## src/rtl/dbg_stat_pkg.sv

```systemverilog
package dbg_stat_pkg;
   localparam int REG_W   = 8;
   localparam int B_EN    = 7;
   localparam int B_ACT   = 6;
   localparam int B_TAG   = 5;
   localparam int B_VALID = 4;
   localparam int B_TRACE = 3;
   localparam int B_CSW   = 2;

   // permission classes per bit
   localparam logic [REG_W-1:0] ANY_MASK  = 8'hB8;
   localparam logic [REG_W-1:0] HOST_MASK = 8'h40;
   localparam logic [REG_W-1:0] FW_MASK   = 8'h04;
   localparam logic [REG_W-1:0] STORE_MASK = ANY_MASK | FW_MASK;

   typedef enum logic {
      GRP_NORMAL  = 1'b0,
      GRP_SPECIAL = 1'b1
   } mode_grp_e;

   typedef struct packed {
      logic set_act;
      logic clr_act;
   } act_req_t;
endpackage

```

## src/rtl/dbg_wr_gate.sv

```systemverilog
module dbg_wr_gate
   import dbg_stat_pkg::*;
#(
   parameter int                ADDR_W   = 16,
   parameter logic [31:0]       REG_ADDR = 32'h0000_FF01,
   parameter logic [REG_W-1:0]  ANY_M    = ANY_MASK,
   parameter logic [REG_W-1:0]  HOST_M   = HOST_MASK,
   parameter logic [REG_W-1:0]  FW_M     = FW_MASK
) (
   input  logic              bus_wr,
   input  logic [ADDR_W-1:0] bus_addr,
   input  logic              act_wval,
   input  logic              cmd_fw,
   input  logic              fw_exit,
   output logic [REG_W-1:0]  wen,
   output act_req_t          act_req
);
   localparam logic [ADDR_W-1:0] MATCH = REG_ADDR[ADDR_W-1:0];

   logic hit;
   assign hit = bus_wr && (bus_addr == MATCH);

   for (genvar i = 0; i < REG_W; i++) begin : g_perm
      if (ANY_M[i]) begin : g_any
         assign wen[i] = hit;
      end else if (HOST_M[i]) begin : g_host
         assign wen[i] = hit && !cmd_fw;
      end else if (FW_M[i]) begin : g_fw
         assign wen[i] = hit && cmd_fw;
      end else begin : g_none
         assign wen[i] = 1'b0;
      end
   end

   assign act_req.set_act = wen[B_ACT] && act_wval;
   assign act_req.clr_act = (wen[B_ACT] && !act_wval) || fw_exit;
endmodule

```

## src/rtl/dbg_field_bank.sv

```systemverilog
module dbg_field_bank
   import dbg_stat_pkg::*;
#(
   parameter logic [REG_W-1:0] STORE_M = STORE_MASK
) (
   input  logic             clk,
   input  logic             rst_n,
   input  logic [REG_W-1:0] wen,
   input  logic [REG_W-1:0] wdata,
   output logic [REG_W-1:0] q
);
   for (genvar i = 0; i < REG_W; i++) begin : g_bit
      if (STORE_M[i]) begin : g_ff
         logic bit_q;
         always_ff @(posedge clk) begin
            if (!rst_n)      bit_q <= 1'b0;
            else if (wen[i]) bit_q <= wdata[i];
         end
         assign q[i] = bit_q;
      end else begin : g_zero
         // unstored bit: inputs referenced, result forced to zero
         assign q[i] = wen[i] & wdata[i] & 1'b0;
      end
   end
endmodule

```

## src/rtl/dbg_active_ctl.sv

```systemverilog
module dbg_active_ctl
   import dbg_stat_pkg::*;
#(
   parameter int CLR_DELAY = 4,
   localparam int CNT_W = (CLR_DELAY < 2) ? 1 : $clog2(CLR_DELAY)
) (
   input  logic     clk,
   input  logic     rst_n,
   input  logic     rst_val,
   input  logic     en,
   input  logic     enter_req,
   input  act_req_t req,
   output logic     active
);
   logic take;
   assign take = (enter_req && en) || req.set_act;

   if (CLR_DELAY == 0) begin : g_imm
      always_ff @(posedge clk) begin
         if (!rst_n)           active <= rst_val;
         else if (take)        active <= 1'b1;
         else if (req.clr_act) active <= 1'b0;
      end
   end else begin : g_dly
      localparam logic [CNT_W-1:0] LOAD = CNT_W'(CLR_DELAY - 1);
      logic             pend;
      logic [CNT_W-1:0] cnt;
      always_ff @(posedge clk) begin
         if (!rst_n) begin
            active <= rst_val;
            pend   <= 1'b0;
            cnt    <= '0;
         end else if (take) begin
            active <= 1'b1;
            pend   <= 1'b0;
         end else if (req.clr_act) begin
            pend <= 1'b1;
            cnt  <= LOAD;
         end else if (pend && cnt == '0) begin
            active <= 1'b0;
            pend   <= 1'b0;
         end else if (pend) begin
            cnt <= cnt - 1'b1;
         end
      end
   end
endmodule

```

## src/rtl/dbg_stat_reg.sv

```systemverilog
module dbg_stat_reg
   import dbg_stat_pkg::*;
#(
   parameter int          ADDR_W    = 16,
   parameter logic [31:0] REG_ADDR  = 32'h0000_FF01,
   parameter int          CLR_DELAY = 4
) (
   input  logic              clk,
   input  logic              rst_n,
   input  logic              mode_special,
   input  logic              bus_wr,
   input  logic [ADDR_W-1:0] bus_addr,
   input  logic [REG_W-1:0]  bus_wdata,
   input  logic              cmd_fw,
   input  logic              enter_req,
   input  logic              fw_exit,
   output logic [REG_W-1:0]  rd_data,
   output logic              dbg_en,
   output logic              dbg_active,
   output logic              trace_en,
   output logic              clk_sw
);
   if (ADDR_W < 1 || ADDR_W > 32) begin : g_bad_aw
      $error("dbg_stat_reg: ADDR_W out of range");
   end
   if (ADDR_W < 32 && (REG_ADDR >> ADDR_W) != 0) begin : g_bad_addr
      $error("dbg_stat_reg: REG_ADDR wider than ADDR_W");
   end
   if (CLR_DELAY < 0 || CLR_DELAY > 255) begin : g_bad_dly
      $error("dbg_stat_reg: CLR_DELAY out of range");
   end
   if ((ANY_MASK & HOST_MASK) != 0 || (ANY_MASK & FW_MASK) != 0) begin : g_bad_mask
      $error("dbg_stat_reg: overlapping permission masks");
   end

   logic [REG_W-1:0] wen;
   logic [REG_W-1:0] field_q;
   act_req_t         act_req;
   logic             act_q;
   mode_grp_e        grp;

   assign grp = mode_grp_e'(mode_special);

   dbg_wr_gate #(
      .ADDR_W  (ADDR_W),
      .REG_ADDR(REG_ADDR)
   ) u_gate (
      .bus_wr  (bus_wr),
      .bus_addr(bus_addr),
      .act_wval(bus_wdata[B_ACT]),
      .cmd_fw  (cmd_fw),
      .fw_exit (fw_exit),
      .wen     (wen),
      .act_req (act_req)
   );

   dbg_field_bank #(
      .STORE_M(STORE_MASK)
   ) u_bank (
      .clk  (clk),
      .rst_n(rst_n),
      .wen  (wen),
      .wdata(bus_wdata),
      .q    (field_q)
   );

   dbg_active_ctl #(
      .CLR_DELAY(CLR_DELAY)
   ) u_act (
      .clk      (clk),
      .rst_n    (rst_n),
      .rst_val  (grp == GRP_SPECIAL),
      .en       (field_q[B_EN]),
      .enter_req(enter_req),
      .req      (act_req),
      .active   (act_q)
   );

   always_comb begin
      rd_data        = field_q;
      rd_data[B_ACT] = act_q;
   end

   assign dbg_en     = field_q[B_EN];
   assign dbg_active = act_q;
   assign trace_en   = field_q[B_TRACE];
   assign clk_sw     = field_q[B_CSW];
endmodule

```

## config.mk

```make
export PLATFORM = sky130hd
export DESIGN_NAME = dbg_stat_reg
export DESIGN_NICKNAME = d
export VERILOG_FILES = /design/src/rtl/dbg_stat_pkg.sv /design/src/rtl/dbg_wr_gate.sv /design/src/rtl/dbg_field_bank.sv /design/src/rtl/dbg_active_ctl.sv /design/src/rtl/dbg_stat_reg.sv
export SDC_FILE = /design/constraint.sdc
export NUM_CORES = 1
export LEC_CHECK = 0
export BUFFER_PORTS_ARGS = -buffer_cell sky130_fd_sc_hd__buf_2
export CORE_MARGIN = 2
export CORE_UTILIZATION = 30
export DETAILED_ROUTE_END_ITERATION = 7
export SLEW_MARGIN = 20
export SYNTH_ARGS = -nofsm -noshare
export SYNTH_HDL_FRONTEND = slang
export SYNTH_SLANG_ARGS = --single-unit
```

## constraint.sdc

```tcl
create_clock -name clk -period 3.94 [get_ports clk]
set_input_delay 0.788 -clock clk [delete_from_list [all_inputs] [get_ports clk]]
set_output_delay 0.788 -clock clk [all_outputs]
set_load 0.05 [all_outputs]
```

==> results_dict.tcl <==
set metrics [dict create \
    run_status "finished, final reports clean" \
    top_layer "met3" \
    h-tree-depth 1 \
    fin_crit_sh 0.511 \
    cts_tree "built" \
    synth_edf_count 1 \
    arrival_ns 2.00 \
    wirelength_um 1120 \
    met3_length_um 97 \
    grt_setup_unrepaired "false" \
    worstSkewPairLatency_ns 0.27 \
    ant_nets 0 \
    period_needed_ns 2.02 \
    vdd.ir_drop.worst_v 0.000199 \
    num_vias 511 \
    met1_length_um 450 \
    area_growth_pct 35.2 \
    syn-instance-count 57 \
    synth-xor-area-share 0 \
    ff2ff_path_depth 6 \
    hold_depth 2 \
    postCtsSetupBuffers 0 \
    powerDensity_mw_per_mm2 295 \
    synth_top_family_by_area "simple AND/OR/NAND/NOR gates" \
    cts.sinks 9 \
    dieWidth_um 46.7 \
    fin_nets 125 \
    nFillCells 199 \
    ys_seq_area_frac 0.348 \
    synth_top_cell_by_area "dfxtp_1" \
    synth_fa_ha_area_frac 0.0229 \
    numPortBuffers 38 \
    maxCapViolations 0 \
    clkTransAtPathRegs_ns 0.06 \
    cts_root_buf "clkbuf_4" \
    grt.total_usage 0.128 \
    yosysWarnings 0 \
    dpl_cell_area_um2 712 \
    fp.coreArea_mm2 0.00173 \
    fin_tns_setup_ns 0 \
    grt_pass1_wl_um 1950 \
    ys_types 25 \
    synth_area_leaders "dfxtp_1, buf_4, mux2i_1, edfxtp_1, nand4b_4" \
    fmax_ghz 0.496 \
    first_global_vias 508 \
    hold_viol 0 \
    rows 15 \
    place.gp.congestion 0.689 \
    p_leak_nw 0.426 \
    synthSimpleGateAreaFrac 0.252 \
    via_per_inst 4.37 \
    combinationalPowerShare 0.219 \
    synth-seq-cells 9 \
    final_cells 117 \
    io_pins 43 \
    drive_gt1_frac 0.522 \
    syn_area_um2 547 \
    dieArea_mm2 0.00218 \
    drv_slew 0 \
    hpwl_um 950 \
    first_iter_violations 0 \
    rrSetupSlack_ns 2.54 \
    dp.cells 113 \
    ctsHoldBuffers 0 \
    power_frac_seq 0.452 \
    worstPathMaxFanout 4 \
    cts_buffers 3 \
    synth_compound_area_frac 0.128 \
    cts.path.max_buffers 2 \
    path_class "in2reg" \
    syn-mean-instance-area_um2 9.59 \
    initial_core_util 0.317 \
    met2_length_um 567 \
    setup_viol 0 \
    overflow 0 \
    synth_ff_type "dfxtp_1" \
    synth_common_cells "buf_4, dfxtp_1, inv_1, mux2i_1, nor2_1" \
    clkPwrFrac 0.329 \
    hp-class "reg2reg" \
    wl_per_cell_um 9.54 \
    post_cts_resized 0 \
    internal_power_uw 155 \
    post-route-util 0.428 \
    synthMuxAreaShare 0.0915 \
    antenna_found_initial 0 \
    netlist.area_leader.share 0.293 \
    power.share.switching 0.287 \
    worst_setup_path_start_kind "input port" \
    drt_first_pass_iters 1 \
    async_flop_share 0 \
    cp.required_ns 3.92 \
    end_kind "register" \
    final_area_um2 739 \
    die_y_um 46.7 \
    drcViolationCount 0 \
    grt_max_degree 7 \
    finalClockSkew_ns 0.00577 \
    p_sw_uw 62.7 \
    num_antenna_cells 0 \
]
## cell usage in the layout (no fill, tap or decap), types with 2 or more instances in the layout
cell	n
buf_2	38
clkbuf_4	3
conb_1	2
dfxtp_1	8
inv_1	6
mux2i_1	5
nand2_1	4
nand3_1	2
nor2_1	5
nor2b_1	2
## metal layers
layer,vias up,global-route usage
li1,261,-
met1,229,0.139
met2,21,0.214
met3,0,0.0784
met4,0,0.0278
met5,-,0
## power groups by stage
stage | Clock (mW) | Combinational [mW] | Sequential [mW]
6_report | 0.0718 | 0.0477 | 0.0987
5_1_grt | 0.0795 | 0.0527 | 0.0993
4_1_cts | 0.0747 | 0.0481 | 0.0987
3_5_place_dp | 0 | 0.0479 | 0.101
3_3_place_gp | 0 | 0.0464 | 0.101
2_1_floorplan | 0 | 0.0279 | 0.103
## worst max-delay path, cell delays in order
cell	delay (ns)
buf_2	0.09
nand4b_4	0.16
nor4_4	0.33
nand3_1	0.22
o211ai_2	0.26
a41o_1	0.14
## final timing paths
path / startpoint / to
setup / recovery: bus_addr[2] / u_act.active$_DFFE_PP_
hold / removal: u_act.g_dly.cnt[1]$_SDFFE_PN0P_ / u_act.g_dly.cnt[1]$_SDFFE_PN0P_
setup reg to reg: u_act.g_dly.cnt[0]$_SDFFE_PN0P_ / u_act.g_dly.cnt[1]$_SDFFE_PN0P_
hold reg to reg: u_act.g_dly.cnt[1]$_SDFFE_PN0P_ / u_act.g_dly.cnt[1]$_SDFFE_PN0P_
## per-stage QoR
step | worst slack, ns | total power [mW] | hold WS, ns
3_5_place_dp | 1.65 | 0.149 | 0.467
6_report | 1.92 | 0.218 | 0.474
2_1_floorplan | 1.88 | 0.131 | 0.446
4_1_cts | 1.92 | 0.221 | 0.475
3_3_place_gp | 1.63 | 0.147 | 0.459
5_1_grt | 1.81 | 0.231 | 0.506
## cell type report
class	instances	area, um^2	area share
Clock buffer	3	22.5	0.0305
Clock inverter	1	5.00	0.00677
Inverter	6	22.5	0.0305
Multi-Input combinational cell	35	278	0.376
Sequential cell	9	190	0.257
Tap cell	25	31.3	0.0423
Timing Repair Buffer	38	190	0.257
## sequential cells by signal (all words and copies together) (netlist names)
| name | flops |
|---|---|
| u_act.g_dly.cnt | 2 |
| u_act.active | 1 |
| u_act.g_dly.pend | 1 |
| u_bank.g_bit.g_ff.bit_q | 5 |
## cell families (layout without fill, tap and decap cells)
logic type | Yosys count | count (layout)
adders and majority gates | 1 | 1
AOI/OAI and AO/OA | 7 | 7
and+or+nand+nor | 20 | 20
other | 1 | 2
muxes | 5 | 5
DFF | 9 | 9
buffers and inverters | 14 | 48
(Power assumes the default switching activity.)
